## config.mk

```make
export PLATFORM = sky130hd
export DESIGN_NAME = periodic_cmp_timer
export DESIGN_NICKNAME = d
export VERILOG_FILES = /design/src/rtl/ptm_pkg.sv /design/src/rtl/ptm_tick_gen.sv /design/src/rtl/ptm_counter.sv /design/src/rtl/ptm_regs.sv /design/src/rtl/periodic_cmp_timer.sv
export SDC_FILE = /design/constraint.sdc
export NUM_CORES = 1
export LEC_CHECK = 0
export BUFFER_PORTS_ARGS = -buffer_cell sky130_fd_sc_hd__clkbuf_2
export CAP_MARGIN = 5
export CORE_MARGIN = 4
export CORE_UTILIZATION = 35
export DETAILED_ROUTE_END_ITERATION = 6
export HOLD_SLACK_MARGIN = 0.15
export PLACE_DENSITY = 0.52
export SYNTH_ARGS = -nofsm -noshare
export SYNTH_HDL_FRONTEND = slang
export SYNTH_SLANG_ARGS = --single-unit
export TNS_END_PERCENT = 100
```

## constraint.sdc

```tcl
create_clock -name clk_i -period 5.1 [get_ports clk_i]
set_clock_uncertainty 0.05 [all_clocks]
set_input_delay 0.255 -clock clk_i [delete_from_list [all_inputs] [get_ports clk_i]]
set_output_delay 0.255 -clock clk_i [all_outputs]
set_load 0.01 [all_outputs]
```

## src/rtl/ptm_pkg.sv

```systemverilog
package ptm_pkg;
  localparam int CTRL_W   = 26;
  localparam int B_EN     = 0;
  localparam int B_ENMOD  = 1;
  localparam int B_CIE    = 2;
  localparam int B_RLD    = 3;
  localparam int B_DIV_LO = 4;
  localparam int DIV_W    = 12;
  localparam int B_SWR    = 16;
  localparam int B_OVW    = 17;
  localparam int B_SRC_LO = 24;
  localparam int SRC_W    = 2;
  // enable, reload-start and the four held mode bits survive soft reset
  localparam logic [CTRL_W-1:0] KEEP_MASK = 26'h03C_0003;

  typedef enum logic [2:0] {
    A_CTRL = 3'd0,
    A_STAT = 3'd1,
    A_LOAD = 3'd2,
    A_CMP  = 3'd3,
    A_CNT  = 3'd4
  } reg_addr_e;
endpackage

```

## src/rtl/ptm_tick_gen.sv

```systemverilog
module ptm_tick_gen #(
  parameter int NSRC = 3,
  parameter int SW   = 2,
  parameter int PW   = 12
) (
  input  logic            clk_i,
  input  logic            rst_ni,
  input  logic            run_i,
  input  logic            clr_i,
  input  logic [SW-1:0]   src_i,
  input  logic [PW-1:0]   div_i,
  input  logic [NSRC-1:0] tick_i,
  output logic            dec_o
);
  localparam int NSEL = 1 << SW;

  logic [NSEL-1:0] sel_vec;
  logic [PW-1:0]   pre_q;
  logic            sel, wrap;

  for (genvar g = 0; g < NSEL; g++) begin : g_sel
    if (g == 0) begin : g_none
      assign sel_vec[g] = 1'b0;
    end else if (g <= NSRC) begin : g_src
      assign sel_vec[g] = tick_i[g-1];
    end else begin : g_pad
      assign sel_vec[g] = 1'b0;
    end
  end

  assign sel  = sel_vec[src_i];
  // >= keeps a shrunken divider from stalling for a full phase wrap
  assign wrap = pre_q >= div_i;
  assign dec_o = run_i & sel & wrap;

  always_ff @(posedge clk_i or negedge rst_ni) begin
    if (!rst_ni)             pre_q <= '0;
    else if (clr_i)          pre_q <= '0;
    else if (run_i && sel)   pre_q <= wrap ? '0 : pre_q + 1'b1;
  end
endmodule

```

## src/rtl/ptm_counter.sv

```systemverilog
module ptm_counter #(
  parameter int CW = 32
) (
  input  logic          clk_i,
  input  logic          rst_ni,
  input  logic          dec_i,
  input  logic          rld_i,
  input  logic [CW-1:0] load_i,
  input  logic [CW-1:0] cmp_i,
  input  logic          force_i,
  input  logic [CW-1:0] force_val_i,
  output logic [CW-1:0] cnt_o,
  output logic          hit_o
);
  logic [CW-1:0] cnt_q, nxt;

  assign nxt   = (cnt_q == '0) ? (rld_i ? load_i : '1) : cnt_q - 1'b1;
  assign hit_o = dec_i & ~force_i & (nxt == cmp_i);
  assign cnt_o = cnt_q;

  always_ff @(posedge clk_i or negedge rst_ni) begin
    if (!rst_ni)      cnt_q <= '0;
    else if (force_i) cnt_q <= force_val_i;
    else if (dec_i)   cnt_q <= nxt;
  end
endmodule

```

## src/rtl/ptm_regs.sv

```systemverilog
module ptm_regs
  import ptm_pkg::*;
#(
  parameter int CW = 32
) (
  input  logic              clk_i,
  input  logic              rst_ni,
  input  logic              we_i,
  input  logic [2:0]        addr_i,
  input  logic [31:0]       wdata_i,
  input  logic              hit_i,
  output logic [CTRL_W-1:0] ctrl_o,
  output logic              flag_o,
  output logic [CW-1:0]     load_o,
  output logic [CW-1:0]     cmp_o,
  output logic              swr_o,
  output logic              en_rise_o,
  output logic              force_o,
  output logic [CW-1:0]     force_val_o
);
  logic [CTRL_W-1:0] ctrl_q, ctrl_d, wv;
  logic              flag_q;
  logic [CW-1:0]     load_q, cmp_q;
  logic              ctrl_wr, stat_wr, load_wr, cmp_wr, ovw_wr, start_ld;

  assign ctrl_wr = we_i && (addr_i == A_CTRL);
  assign stat_wr = we_i && (addr_i == A_STAT);
  assign load_wr = we_i && (addr_i == A_LOAD);
  assign cmp_wr  = we_i && (addr_i == A_CMP);

  assign wv        = wdata_i[CTRL_W-1:0];
  assign swr_o     = ctrl_wr & wv[B_SWR];
  assign ctrl_d    = swr_o ? (wv & KEEP_MASK) : wv;
  assign en_rise_o = ctrl_wr & ~ctrl_q[B_EN] & ctrl_d[B_EN];
  assign ovw_wr    = load_wr & ctrl_q[B_OVW];
  assign start_ld  = en_rise_o & ctrl_d[B_ENMOD];

  // priority: overwrite, enable-edge load, soft-reset clear
  always_comb begin
    force_o     = ovw_wr | start_ld | swr_o;
    force_val_o = '0;
    if (ovw_wr)
      force_val_o = wdata_i[CW-1:0];
    else if (start_ld)
      force_val_o = (ctrl_d[B_RLD] && !swr_o) ? load_q : '1;
  end

  always_ff @(posedge clk_i or negedge rst_ni) begin
    if (!rst_ni) begin
      ctrl_q <= '0;
      flag_q <= 1'b0;
      load_q <= '1;
      cmp_q  <= '0;
    end else if (swr_o) begin
      ctrl_q <= ctrl_d;
      flag_q <= 1'b0;
      load_q <= '1;
      cmp_q  <= '0;
    end else begin
      if (ctrl_wr) ctrl_q <= ctrl_d;
      if (load_wr) load_q <= wdata_i[CW-1:0];
      if (cmp_wr)  cmp_q  <= wdata_i[CW-1:0];
      if (hit_i)                      flag_q <= 1'b1;
      else if (stat_wr && wdata_i[0]) flag_q <= 1'b0;
    end
  end

  assign ctrl_o = ctrl_q;
  assign flag_o = flag_q;
  assign load_o = load_q;
  assign cmp_o  = cmp_q;
endmodule

```

## src/rtl/periodic_cmp_timer.sv

```systemverilog
module periodic_cmp_timer
  import ptm_pkg::*;
#(
  parameter int CW   = 32,
  parameter int NSRC = 3
) (
  input  logic            clk_i,
  input  logic            rst_ni,
  input  logic            we_i,
  input  logic [2:0]      addr_i,
  input  logic [31:0]     wdata_i,
  output logic [31:0]     rdata_o,
  input  logic [NSRC-1:0] tick_i,
  output logic            irq_o
);
  logic [CTRL_W-1:0] ctrl;
  logic              flag, swr, en_rise, force_ld, dec, hit;
  logic [CW-1:0]     load, cmp, cnt, force_val;

  ptm_regs #(.CW(CW)) u_regs (
    .clk_i(clk_i), .rst_ni(rst_ni), .we_i(we_i), .addr_i(addr_i),
    .wdata_i(wdata_i), .hit_i(hit), .ctrl_o(ctrl), .flag_o(flag),
    .load_o(load), .cmp_o(cmp), .swr_o(swr), .en_rise_o(en_rise),
    .force_o(force_ld), .force_val_o(force_val)
  );

  ptm_tick_gen #(.NSRC(NSRC), .SW(SRC_W), .PW(DIV_W)) u_tick (
    .clk_i(clk_i), .rst_ni(rst_ni), .run_i(ctrl[B_EN]),
    .clr_i(swr | en_rise),
    .src_i(ctrl[B_SRC_LO +: SRC_W]), .div_i(ctrl[B_DIV_LO +: DIV_W]),
    .tick_i(tick_i), .dec_o(dec)
  );

  ptm_counter #(.CW(CW)) u_cnt (
    .clk_i(clk_i), .rst_ni(rst_ni), .dec_i(dec), .rld_i(ctrl[B_RLD]),
    .load_i(load), .cmp_i(cmp), .force_i(force_ld),
    .force_val_i(force_val), .cnt_o(cnt), .hit_o(hit)
  );

  always_comb begin
    case (addr_i)
      A_CTRL:  rdata_o = 32'(ctrl);
      A_STAT:  rdata_o = {31'b0, flag};
      A_LOAD:  rdata_o = 32'(load);
      A_CMP:   rdata_o = 32'(cmp);
      A_CNT:   rdata_o = 32'(cnt);
      default: rdata_o = '0;
    endcase
  end

  assign irq_o = flag & ctrl[B_EN] & ctrl[B_CIE];
endmodule

```

# [After elaboration in Yosys (flattened, before gate mapping)]
# Cells that the tools add are included.
[word_totals] register_bits=135 in_bits=41 out_inout_bits=33 word_cells=70
[op_classes] addsub=2 n_lt_le_gt_ge=2 n_eq_ne=5 mux=23 bitwise=16 n_reduce_logical=16
[ops] operator="$mux 32" count=11
[ops] operator="$pmux 32 s5" count=1
[ops] operator="$mux 26" count=3
[ops] operator="$mux 12" count=3
[ops] operator="$eq 32x32->1" count=1
[ops] operator="$logic_not 32->1" count=1
[ops] operator="$sub 32x1->32 const B" count=1
[ops] operator="$add 12x1->12 const B" count=1
[ops] operator="$ge 12x12->1" count=1
[ops] operator="$and 1x1->1" count=11
[ops] operator="$reduce_bool 2->1" count=5
[ops] operator="$logic_and 1x1->1" count=7
[ops] operator="$eq 3x2->1 const B" count=2
[ops] operator="$mux 1" count=4
[ops] operator="$eq 3x1->1 const B" count=1
[ops] operator="$eq 3x3->1 const B" count=1
[ops] operator="$logic_not 3->1" count=1
[ops] operator="$lt 2x3->1 const B" count=1
[ops] operator="$or 1x1->1" count=3
[ops] operator="$reduce_bool 3->1" count=1
[ops] operator="$bmux 1 s2" count=1
[ops] operator="$not 1->1" count=2
[ops] operator="$logic_not 1->1" count=1

# [Depth between registers and ports, before layout]
[logic_depth] word_depth=13 ltp_mapped=14 depth_no_buf=11

# [By module]
# Synthesis repeated with hierarchy kept, for this count alone.
[hier_totals] cells_unflattened=1180 area_unflattened_um2=9745.6
[modules_own_cells] mod="ptm_regs" instances=1 cells_each=441 area_each_um2=4309.1 seq_area_each_um2=2317.2
[modules_own_cells] mod="ptm_counter" instances=1 cells_each=474 area_each_um2=3362.0 seq_area_each_um2=800.8
[modules_own_cells] mod="periodic_cmp_timer" instances=1 cells_each=148 area_each_um2=1088.5 seq_area_each_um2=0.0
[modules_own_cells] mod="ptm_tick_gen" instances=1 cells_each=117 area_each_um2=985.9 seq_area_each_um2=300.3

# [Worst setup path before layout]
# Ideal clock, no wire load.
[synth_path] kind="register to register" start="register u_cnt.cnt_q[16] (netlist: u_cnt.cnt_o[16])" end="register u_regs.flag_q (netlist: u_regs.flag_o)" setup_ps=92 t_arrival_ps=2980 required_time_ps=4958 path_slack_ps=1979 path_stages_with_launch=12 n_path_buf=3 synth_period_minus_slack_ps=3121 cell_sequence="dfrtp_1 > or3_4 > or4_4 > buf_6 > or4b_4 > buf_6 > buf_2 > a21oi_1 > xor2_1 > a2111oi_2 > nand3_1 > o31ai_2"
[synth_via] elab_chain_cells=6 elab_cells_between_ends=8 cone_classes="add/sub: 1; eq/ne: 1; mux: 3; bitwise: 1; reduce/logical: 2"
[synth_lines] element="start, declared" line_no="ptm_counter.sv:15" rtl="logic [CW-1:0] cnt_q, nxt;"
[synth_lines] element="start signal, assigned" line_no="ptm_counter.sv:23" rtl="else if (force_i) cnt_q <= force_val_i;"
[synth_lines] element="start signal, assigned" line_no="ptm_counter.sv:24" rtl="else if (dec_i) cnt_q <= nxt;"
[synth_lines] element="$sub 32x1->32 or $logic_not 32->1 (tied branches)" line_no="ptm_counter.sv:17" rtl="assign nxt = (cnt_q == '0) ? (rld_i ? load_i : '1) : cnt_q - 1'b1;"
[synth_lines] element="$mux 32 (*)" line_no="ptm_counter.sv:17"
[synth_lines] element="$eq 32x32->1 (*)" line_no="ptm_counter.sv:18" rtl="assign hit_o = dec_i & ~force_i & (nxt == cmp_i);"
[synth_lines] element="$and 1x1->1 (*)" line_no="ptm_counter.sv:18"
[synth_lines] element="$mux 1" line_no="ptm_regs.sv:63" rtl="if (hit_i) flag_q <= 1'b1;"
[synth_lines] element="$mux 1" line_no="ptm_regs.sv:54" rtl="end else if (swr_o) begin"
[synth_lines] element="end signal, assigned" line_no="ptm_regs.sv:56" rtl="flag_q <= 1'b0;"
[synth_lines] element="end signal, assigned" line_no="ptm_regs.sv:63"
[synth_lines] element="end signal, assigned" line_no="ptm_regs.sv:64" rtl="else if (stat_wr && wdata_i[0]) flag_q <= 1'b0;"
[synth_lines] element="end, declared" line_no="ptm_regs.sv:22" rtl="logic flag_q;"
# Mark *: on every way between the ends. The rest lies on a longest branch, timed or not.
# A chain may end at the register's enable or synchronous reset.

# [Worst setup path after layout]
[layout_path] start="register u_cnt.cnt_q[0] (netlist: u_cnt.cnt_o[0])" end="register u_regs.flag_q (netlist: u_regs.flag_o)"
# Same word-level chain as after synthesis.

==> impl_metrics.py <==
metrics = {
    "synth": {
        "synth_seq_area_share_pct": 37.8,
        "syn_nets": 1226,
        "synth_edf_count": 0,
        "synth.top_cell.area_share_pct": 28.5,
        "ys_async_sr_fraction_pct": 100,
        "ys_ff_latch": 135,
        "synth_cells": 1170,
        "synth_area_um2": 9050,
        "ys_types": 64,
        "syn_area_per_cell_um2": 7.73,
        "synth.area.top_cells": "dfrtp_1 28%, nand2_1 11%, dfstp_2 9.3%",
        "ys.flop_type": "dfrtp_1",
        "synth_top_area_cell": "dfrtp_1",
        "ys_warn_count": 0,
    },
    "clock_network": {
        "cts_setup_buffers": 0,
        "cts_sinks": 135,
        "cts_resized": 0,
        "clk_latency_ns": 0.43,
        "clk_pin_slew_ns": 0.06,
        "cts_tree": "built",
        "cts_buffers": 17,
        "htreeDepth": 4,
        "cts_root_buf": "clkbuf_16",
        "clockBufferDepth": 2,
        "holdBufCountCts": 33,
    },
    "timing": {
        "period_needed_ns": 3.73,
        "worstMarginPinSlew_ns": 1.19,
        "whs_ns": 0.204,
        "hold_viol_final": 0,
        "rsz0062_at_grt": "false",
        "relSlewSlack_pct": 20.1,
        "finalSetupTns_ns": 0,
        "max_clock_freq_ghz": 0.268,
        "maxSlewViolCount": 0,
        "period_share_pct": 73.1,
        "setup-violations-final": 0,
    },
    "critical_path": {
        "endpoint_kind": "flip-flop",
        "critPathLaunchType": "flip-flop",
        "crit_chain": "inv_1, ha_1, nor4b_1, nand4_1, nor3_4, buf_4, and3_1, a21oi_1, xor2_1, nor4_1, nand4_1, o31ai_2",
        "arrival_ns": 4.03,
        "critical_path_required_ns": 5.40,
        "cp_slowest_cell": "nor3_4",
        "cp_top_family": "simple AND/OR/NAND/NOR gates",
        "path_class": "flip-flop to flip-flop",
        "worstPathMaxFanout": 16,
        "cpMostUsedCell": "nand4_1",
        "max_stage_delay_ns": 0.75,
        "cp_num_buf_inv": 2,
    },
    "floorplan": {
        "die_w_um": 169,
        "core_area_um2": 25300,
        "dieHeight_um": 169,
        "ios": 74,
        "fp-row-count": 58,
        "initial_core_util_pct": 35.7,
        "die_area_um2": 28500,
    },
    "place": {
        "portBuffers": 73,
        "gp_routability_congestion": 0.953,
        "hpwlAfterDp_um": 23200,
        "dp_cells": 1504,
    },
    "global_routing": {
        "antenna_found_initial": 0,
        "grt_pass1_vias": 8811,
        "grtUsageTotal_pct": 23.8,
        "grt_overflow_total": 0,
        "grt_max_degree": 97,
        "grt_pass1_wl_um": 53700,
    },
    "power": {
        "cellLeakagePower_nw": 4.42,
        "power.density_nw_per_um2": 445,
        "peakVddDrop_v": 0.000211,
    },
    "layout": {
        "final_nets": 1282,
        "layoutNonFillerInstCount": 1570,
        "multi_input_area_um2": 5080,
        "fillers": 2556,
        "syn_to_final_growth_pct": 17.6,
        "drive_gt1_share_pct": 15.0,
        "ff_latch_area_um2": 3420,
    },
    "routing": {
        "remaining_drc_errors": 0,
        "drtAntennaViolNets": 0,
        "drtIter0Drc": 749,
        "first_pass_iters": 5,
        "wirelength_um": 33600,
        "dr_total_vias": 8900,
        "viasPerCell": 5.67,
        "wl_per_cell_um": 21.4,
    },
    "run": {
        "drv_cap": 0,
    },
    "hold_path": {
        "min_path_type": "primary input to flip-flop",
    },
    "outcome": {
        "status": "completed",
    },
}
cells in the mapped netlist, types with 7 or more instances:
cell type  instances
nor3b_1            8
ha_1              15
xor2_1            20
a21oi_1           59
nor2_1            56
inv_1             48
nand2_1          257
a31oi_1           41
o21ai_0          111
nand4_1           21
nand3_1           37
o22ai_1            9
nor2b_1           14
dfrtp_1          103
nor4_1            13
clkbuf_1          84
dfstp_2           32
mux2i_1           10
o211ai_1          11
a22oi_1           59
and3_1            12
nor3_1            22
or3_1              7
xnor2_1           23
final timing paths:
kind                              startpoint                end  slack, ns  depth (start not counted)
max in group asynchronous             rst_ni  u_regs.load_o[12]       3.37                          3
hold reg to reg            u_regs.ctrl_o[23]  u_regs.ctrl_o[23]       0.43                          2
hold / removal                     addr_i[1]      u_regs.flag_o       0.20                          3
setup / recovery              u_cnt.cnt_o[0]      u_regs.flag_o       1.37                         12
setup reg to reg              u_cnt.cnt_o[0]      u_regs.flag_o       1.37                         12
min in group asynchronous             rst_ni   u_regs.ctrl_o[4]       0.46                          2
per-stage QoR:
step | cell area (um2) | utilization [%] | power, mW | setup WS, ns
6_report | 10600 | 42.0 | 4.74 | 1.37
5_1_grt | 10600 | 42.0 | 5.04 | 1.09
4_1_cts | 10600 | 42.0 | 4.74 | 1.40
3_5_place_dp | 9670 | 38.2 | 3.34 | 1.42
3_3_place_gp | 9670 | 38.2 | 3.33 | 1.47
2_1_floorplan | 9050 | - | 2.81 | 1.98
cells by family after synthesis:
logic type	synth area share, %
AND/OR/NAND/NOR	25.2
AO/OA/AOI/OAI	23.0
buffers and inverters	6.35
flip-flops	37.8
XOR/XNOR	4.16
adder cells (fa/ha/maj)	2.07
multiplexers	1.48
state kept, by name (all words and copies together) (netlist names):
| register | count |
|---|---|
| u_cnt.cnt_o | 32 |
| u_regs.cmp_o | 32 |
| u_regs.load_o | 32 |
| u_regs.ctrl_o | 26 |
| u_tick.pre_q | 12 |
| u_regs.flag_o | 1 |
worst min-delay path, stage by stage:
cell,delay [ns]
clkbuf_2,0.21
o31ai_1,0.13
o31ai_2,0.05
layout make-up:
class	instances	area share (%)
antenna	1	0.0235
clock inverter	14	1.86
multi-input combinational	891	47.8
sequential	135	32.1
inverter	48	1.69
tap	330	3.88
clock buffer	18	4.13
timing repair buffer	133	8.50
layout by cell type, fill, tap and decap left out, types with 32 or more instances in the layout:
master and count:
a31oi_1 41, a21oi_1 58, nor2_1 55, dlygate4sd3_1 33
inv_1 48, dfrtp_1 103, a22oi_1 59, nand2_1 257
nand3_1 37, dfstp_2 32, clkbuf_2 72, o21ai_0 111
power by group:
part	internal [mW]	switching, mW	total, mW
Combinational	0.656	0.850	1.51
Sequential	1.39	0.475	1.87
Clock	0.836	0.527	1.36
metal layers:
| metal | vias to the layer above | share of wire (%) | global-route usage, % |
|---|---|---|---|
| met5 | - | 0 | 0 |
| met4 | 0 | 1.6 | 5.61 |
| met3 | 31 | 5.7 | 3.39 |
| met1 | 4323 | 48 | 35.4 |
| met2 | 301 | 44 | 36.4 |
| li1 | 4245 | - | - |
Note: power is estimated with default switching activity, not from simulation.
